===== config.mk =====
export PLATFORM = sky130hd
export DESIGN_NAME = aref_sched
export DESIGN_NICKNAME = d
export VERILOG_FILES = /design/src/rtl/aref_pkg.sv /design/src/rtl/aref_interval_timer.sv /design/src/rtl/aref_credit_ctr.sv /design/src/rtl/aref_sr_ctrl.sv /design/src/rtl/aref_sched.sv
export SDC_FILE = /design/constraint.sdc
export NUM_CORES = 1
export LEC_CHECK = 0
export ABC_CLOCK_PERIOD_IN_PS = 4860
export BUFFER_PORTS_ARGS = -buffer_cell sky130_fd_sc_hd__buf_4
export CORE_MARGIN = 2
export CORE_UTILIZATION = 45
export CTS_CLUSTER_DIAMETER = 80
export DETAILED_ROUTE_END_ITERATION = 10
export SETUP_SLACK_MARGIN = 0.02
export SLEW_MARGIN = 0
export SYNTH_ARGS = -nofsm -noshare
export SYNTH_HDL_FRONTEND = slang
export SYNTH_SLANG_ARGS = --single-unit

===== constraint.sdc =====
create_clock -name clk -period 4.86 [get_ports clk]
set_input_delay 1.458 -clock clk [delete_from_list [all_inputs] [get_ports clk]]
set_output_delay 1.458 -clock clk [all_outputs]
set_load 0.01 [all_outputs]

===== src/rtl/aref_pkg.sv =====
package aref_pkg;

  typedef enum logic [1:0] {
    SR_RUN  = 2'd0,
    SR_HOLD = 2'd1,
    SR_WAKE = 2'd2
  } sr_state_t;

  // Interval elapsed when the count reaches the programmed length minus one.
  function automatic logic interval_hit(input logic [31:0] cnt, input logic [31:0] intv);
    return (cnt + 32'd1) >= intv;
  endfunction

  // Saturating credit update: one up, one down, both cancel.
  function automatic logic [31:0] credit_next(input logic [31:0] owed,
                                              input logic        inc,
                                              input logic        dec,
                                              input logic [31:0] cap);
    logic [31:0] v;
    v = owed;
    if (inc && !dec)      v = (owed >= cap) ? cap : owed + 32'd1;
    else if (dec && !inc) v = (owed == 32'd0) ? 32'd0 : owed - 32'd1;
    return v;
  endfunction

endpackage


===== src/rtl/aref_interval_timer.sv =====
module aref_interval_timer
  import aref_pkg::*;
#(
  parameter int IW = 16
) (
  input  logic          clk,
  input  logic          rst_n,
  input  logic          run,
  input  logic [IW-1:0] interval,
  output logic          tick
);

  logic [IW-1:0] cnt_q;

  assign tick = run && interval_hit(32'(cnt_q), 32'(interval));

  always_ff @(posedge clk) begin
    if (!rst_n)   cnt_q <= '0;
    else if (run) cnt_q <= tick ? '0 : cnt_q + 1'b1;
  end

endmodule


===== src/rtl/aref_credit_ctr.sv =====
module aref_credit_ctr
  import aref_pkg::*;
#(
  parameter  int MAX_OWED = 8,
  parameter  int TRFC     = 10,
  localparam int CW       = $clog2(MAX_OWED + 1),
  localparam int RW       = $clog2(TRFC + 1)
) (
  input  logic          clk,
  input  logic          rst_n,
  input  logic          tick,
  input  logic          take,
  input  logic          clear,
  output logic [CW-1:0] owed,
  output logic          full,
  output logic          hold
);

  logic [CW-1:0] owed_q;
  logic [RW-1:0] rfc_q;

  assign owed = owed_q;
  assign full = (owed_q == CW'(MAX_OWED));
  assign hold = (rfc_q != '0);

  always_ff @(posedge clk) begin
    if (!rst_n) begin
      owed_q <= '0;
      rfc_q  <= '0;
    end else begin
      owed_q <= clear ? '0
                      : CW'(credit_next(32'(owed_q), tick, take, 32'(MAX_OWED)));
      if (take)      rfc_q <= RW'(TRFC);
      else if (hold) rfc_q <= rfc_q - 1'b1;
    end
  end

endmodule


===== src/rtl/aref_sr_ctrl.sv =====
module aref_sr_ctrl
  import aref_pkg::*;
#(
  parameter  int XSNR = 10,
  parameter  int XSRD = 200,
  localparam int XW   = $clog2(XSRD + 1)
) (
  input  logic clk,
  input  logic rst_n,
  input  logic enter,
  input  logic leave,
  input  logic can_enter,
  output logic go,
  output logic frozen,
  output logic in_run,
  output logic nonread_ok
);

  sr_state_t     state_q;
  logic [XW-1:0] tmr_q;

  assign in_run     = (state_q == SR_RUN);
  assign frozen     = (state_q == SR_HOLD);
  assign go         = in_run && enter && can_enter;
  assign nonread_ok = in_run || ((state_q == SR_WAKE) && (tmr_q >= XW'(XSNR)));

  always_ff @(posedge clk) begin
    if (!rst_n) begin
      state_q <= SR_RUN;
      tmr_q   <= '0;
    end else begin
      case (state_q)
        SR_RUN:  if (go) state_q <= SR_HOLD;
        SR_HOLD: if (leave) begin
                   state_q <= SR_WAKE;
                   tmr_q   <= '0;
                 end
        SR_WAKE: begin
                   tmr_q <= tmr_q + 1'b1;
                   if (tmr_q == XW'(XSRD - 1)) state_q <= SR_RUN;
                 end
        default: state_q <= SR_RUN;
      endcase
    end
  end

endmodule


===== src/rtl/aref_sched.sv =====
module aref_sched
  import aref_pkg::*;
#(
  parameter  int IW       = 16,
  parameter  int MAX_OWED = 8,
  parameter  int TRFC     = 10,
  parameter  int XSNR     = 10,
  parameter  int XSRD     = 200,
  localparam int CW       = $clog2(MAX_OWED + 1)
) (
  input  logic          clk,
  input  logic          rst_n,
  input  logic          tick_en,
  input  logic [IW-1:0] interval_cyc,
  input  logic          ref_grant,
  input  logic          banks_idle,
  input  logic          sr_enter,
  input  logic          sr_leave,
  output logic          ref_req,
  output logic          ref_urgent,
  output logic [CW-1:0] owed_cnt,
  output logic          sr_active,
  output logic          nonread_ok,
  output logic          read_ok
);

  // Named internal events, also observed by the bound checker.
  logic tick;
  logic sr_go;
  logic grant_take;
  logic rfc_hold;
  logic sr_frozen;
  logic in_run;

  aref_interval_timer #(.IW(IW)) u_timer (
    .clk      (clk),
    .rst_n    (rst_n),
    .run      (tick_en && !sr_frozen),
    .interval (interval_cyc),
    .tick     (tick)
  );

  aref_credit_ctr #(.MAX_OWED(MAX_OWED), .TRFC(TRFC)) u_credit (
    .clk   (clk),
    .rst_n (rst_n),
    .tick  (tick),
    .take  (grant_take),
    .clear (sr_go),
    .owed  (owed_cnt),
    .full  (ref_urgent),
    .hold  (rfc_hold)
  );

  aref_sr_ctrl #(.XSNR(XSNR), .XSRD(XSRD)) u_sr (
    .clk        (clk),
    .rst_n      (rst_n),
    .enter      (sr_enter),
    .leave      (sr_leave),
    .can_enter  (banks_idle && !rfc_hold),
    .go         (sr_go),
    .frozen     (sr_frozen),
    .in_run     (in_run),
    .nonread_ok (nonread_ok)
  );

  assign ref_req    = (owed_cnt != '0) && banks_idle && !rfc_hold && in_run;
  assign grant_take = ref_grant && ref_req && !sr_go;
  assign sr_active  = sr_frozen;
  assign read_ok    = in_run;

endmodule


==> flow_metrics.py <==
metrics = {
    "setup_path": {
        "slowest_stage": "or4b_1",
        "crit_type": "flop to flop",
        "endpoint_kind": "flop",
        "path_common_cell": "ha_1",
        "arrival_ns": 4.31,
        "slowest_delay_ns": 0.55,
        "startpoint_type": "flop",
        "crit_chain": "ha_1 -> nand2_1 -> or3_1 -> or3_4 -> xnor2_1 -> ha_1 -> nand4_1 -> a2111oi_0 -> or4b_1 -> inv_1 -> a21oi_1 -> ha_1 -> nor2_1 -> mux2_2 -> nand3_1 -> a31oi_1",
        "cp.required_ns": 5.03,
        "crit_fanout": 8,
    },
    "pwr": {
        "leakage_nw": 1.21,
        "ir_worst_vdd_mv": 0.128,
        "power_density_nw_per_um2": 198,
    },
    "yosys": {
        "synth_top_family_by_area": "simple AND/OR/NAND/NOR gates",
        "synthSimpleGateAreaFrac_pct": 29.4,
        "syn_area_um2": 2480,
        "avgSynthCellArea_um2": 7.78,
        "yosysWarningCount": 0,
        "async_reset_ff_share_pct": 0,
        "synthCells": 319,
        "synth_fa_ha_area_share_pct": 11.1,
        "synth.distinct_cells": 47,
        "synth_edf_count": 0,
        "synth-seq-cells": 34,
        "synth_nets": 364,
        "yosysSeqAreaShare_pct": 27.4,
        "synth.mux.area_fraction_pct": 0.907,
        "synth_flop_cell": "dfxtp_1",
        "synth-xor-area-share_pct": 4.59,
        "synth_compound_area_share_pct": 18.9,
    },
    "final_layout": {
        "layout.nets": 387,
        "syn2layout_area_growth_pct": 12.7,
        "fin_cells": 414,
        "fillCellCount": 543,
        "antenna_cells": 0,
        "layout-drive-gt1-share_pct": 14.3,
        "utilization_pct": 51.8,
    },
    "floorplanning": {
        "die_y_um": 78.3,
        "die_width_um": 78.3,
        "rows": 27,
        "core_area_um2": 5410,
        "num_io_pins": 32,
        "dieArea_um2": 6130,
        "start_util_pct": 45.9,
    },
    "sta": {
        "tns_ns": 0,
        "skew_ns": 0.00564,
        "period_needed_ns": 4.14,
        "rsz0062_at_grt": "false",
        "slew_headroom_pct": 45.8,
        "report.final.hold_viol_count": 0,
        "final-max-slew-violation-count": 0,
        "hold_ws_ns": 0.511,
        "setup_viol": 0,
        "fin_ws_ns": 0.717,
        "fmax_mhz": 241,
        "post-route-period-util_pct": 85.2,
        "tightest_slew_ns": 0.811,
    },
    "clocking": {
        "clock-root-buffer": "clkbuf_8",
        "clock_sinks": 34,
        "tritoncts": "built",
        "clkTransAtPathRegs_ns": 0.07,
        "worstSkewPairLatency_ns": 0.29,
        "clockBufferDepth": 2,
        "cts_max_level": 2,
        "numCtsBuffers": 5,
        "postCtsSetupRepairBufs": 0,
        "cts-resized-gates": 0,
        "ctsHoldBuffers": 0,
    },
    "detailed_routing": {
        "antenna_left": 0,
        "drc": 0,
        "wl_um": 5260,
        "drt_iter0_drc": 137,
        "dr_total_vias": 2252,
        "wire_per_inst_um": 12.7,
        "firstDrtPassIters": 4,
        "routed_via_density": 5.44,
    },
    "placement": {
        "preCtsSetupSlack_ns": 0.694,
        "io_buffers": 31,
        "globalplace.congestion": 0.802,
        "dp_hpwl_um": 3930,
        "place_inst": 407,
    },
    "global_route": {
        "antenna_found_initial": 0,
        "grt_pass1_wl_um": 9220,
        "grt.total_usage_pct": 18.4,
        "globalRoute.totalOverflow": 0,
        "first_global_vias": 2040,
        "grt_max_degree": 16,
    },
    "job": {
        "drv_cap": 0,
    },
    "run_status": {
        "status": "complete, no violations",
    },
    "min_path": {
        "hold_path_class": "flop to flop",
    },
}
[cell type report]
type	count	area [um2]	share of cell area [%]
clock buffers	5	68.8	2.46
well taps	72	90.1	3.22
multi-input cells	244	1610	57.6
repair buffers	33	248	8.86
inverters	24	90.1	3.22
clock inverters	2	10.0	0.358
flip-flops and latches	34	681	24.3
[cells in the final DEF (no fill, tap or decap), types with 3 or more instances in the layout]
master / instances
a21oi_1: 21
a221o_1: 10
a22o_1: 3
a311oi_1: 3
a31oi_1: 6
buf_4: 33
clkbuf_8: 5
dfxtp_1: 34
ha_1: 22
inv_1: 23
nand2_1: 30
nand3_1: 15
nand4_1: 5
nor2_1: 30
nor2b_1: 7
nor3_1: 20
nor3b_1: 4
o21ai_0: 12
o31ai_1: 6
or3_1: 5
xnor2_1: 9
xor2_1: 4
[path summary, 6_finish.rpt]
check        cells past startpoint                to              from  slack (ns)
max                             16  u_credit.owed[2]  u_timer.cnt_q[0]        0.72
min                              2  u_timer.cnt_q[1]  u_timer.cnt_q[1]        0.51
max reg2reg                     16  u_credit.owed[2]  u_timer.cnt_q[0]        0.72
min reg2reg                      2  u_timer.cnt_q[1]  u_timer.cnt_q[1]        0.51
[cells in the mapped netlist (4+ instances only)]
| cell | n | area, um2 |
|---|---|---|
| nor2_1 | 30 | 113 |
| nor3b_1 | 4 | 30.0 |
| a221o_1 | 10 | 100 |
| o21ai_0 | 12 | 60.1 |
| nand3_1 | 15 | 75.1 |
| ha_1 | 22 | 275 |
| a31oi_1 | 6 | 37.5 |
| o31ai_1 | 6 | 45.0 |
| xor2_1 | 4 | 35.0 |
| clkbuf_1 | 9 | 33.8 |
| nor2b_1 | 7 | 43.8 |
| nor3_1 | 20 | 100 |
| inv_1 | 23 | 86.3 |
| a21oi_1 | 21 | 105 |
| xnor2_1 | 9 | 78.8 |
| nand4_1 | 5 | 31.3 |
| or3_1 | 5 | 31.3 |
| dfxtp_1 | 34 | 681 |
| nand2_1 | 30 | 113 |
| buf_6 | 4 | 45.0 |
[cells by family after synthesis]
| group | count (synthesis) |
|---|---|
| adder cells (fa/ha/maj) | 22 |
| AND/OR/NAND/NOR | 137 |
| buffers and inverters | 41 |
| multiplexers | 2 |
| XOR/XNOR | 13 |
| AO/OA/AOI/OAI | 70 |
| flip-flops | 34 |
[worst max-delay path, delay by kind of cell, from the launching register on]
family | cells | cell delay [ns]
and+or+nand+nor | 7 | 1.86
adders and majority gates | 3 | 0.96
DFF | 1 | 0.41
muxes | 1 | 0.26
AOI/OAI and AO/OA | 3 | 0.25
xor gates and xnor gates | 1 | 0.18
buffers and inverters | 1 | 0.09
[layer usage]
layer | global-route usage (%) | wire (um)
met1 | 24.9 | 2570
met2 | 29.5 | 2360
met3 | 4.14 | 276
met4 | 4.74 | 56
met5 | 0 | 0
[flip-flops by register name, summed over array words and instances, names as in the netlist]
name and count:
u_timer.cnt_q 16, u_sr.tmr_q 8, u_credit.rfc_q 4, u_credit.owed 4, u_sr.state_q 2
[stage by stage]
stage / total power [mW] / area [um2]
CTS: 0.559 / 2800
global placement: 0.358 / 2720
detailed placement: 0.358 / 2720
floorplan: 0.331 / 2480
global route: 0.577 / 2800
finish: 0.553 / 2800
[where the power goes]
group	switching, mW	internal, mW	total (mW)
combinational	0.0341	0.0305	0.0646
clock	0.106	0.0962	0.202
sequential	0.00448	0.282	0.286
total	0.145	0.408	0.553
Power figures use the tool's default switching activity.
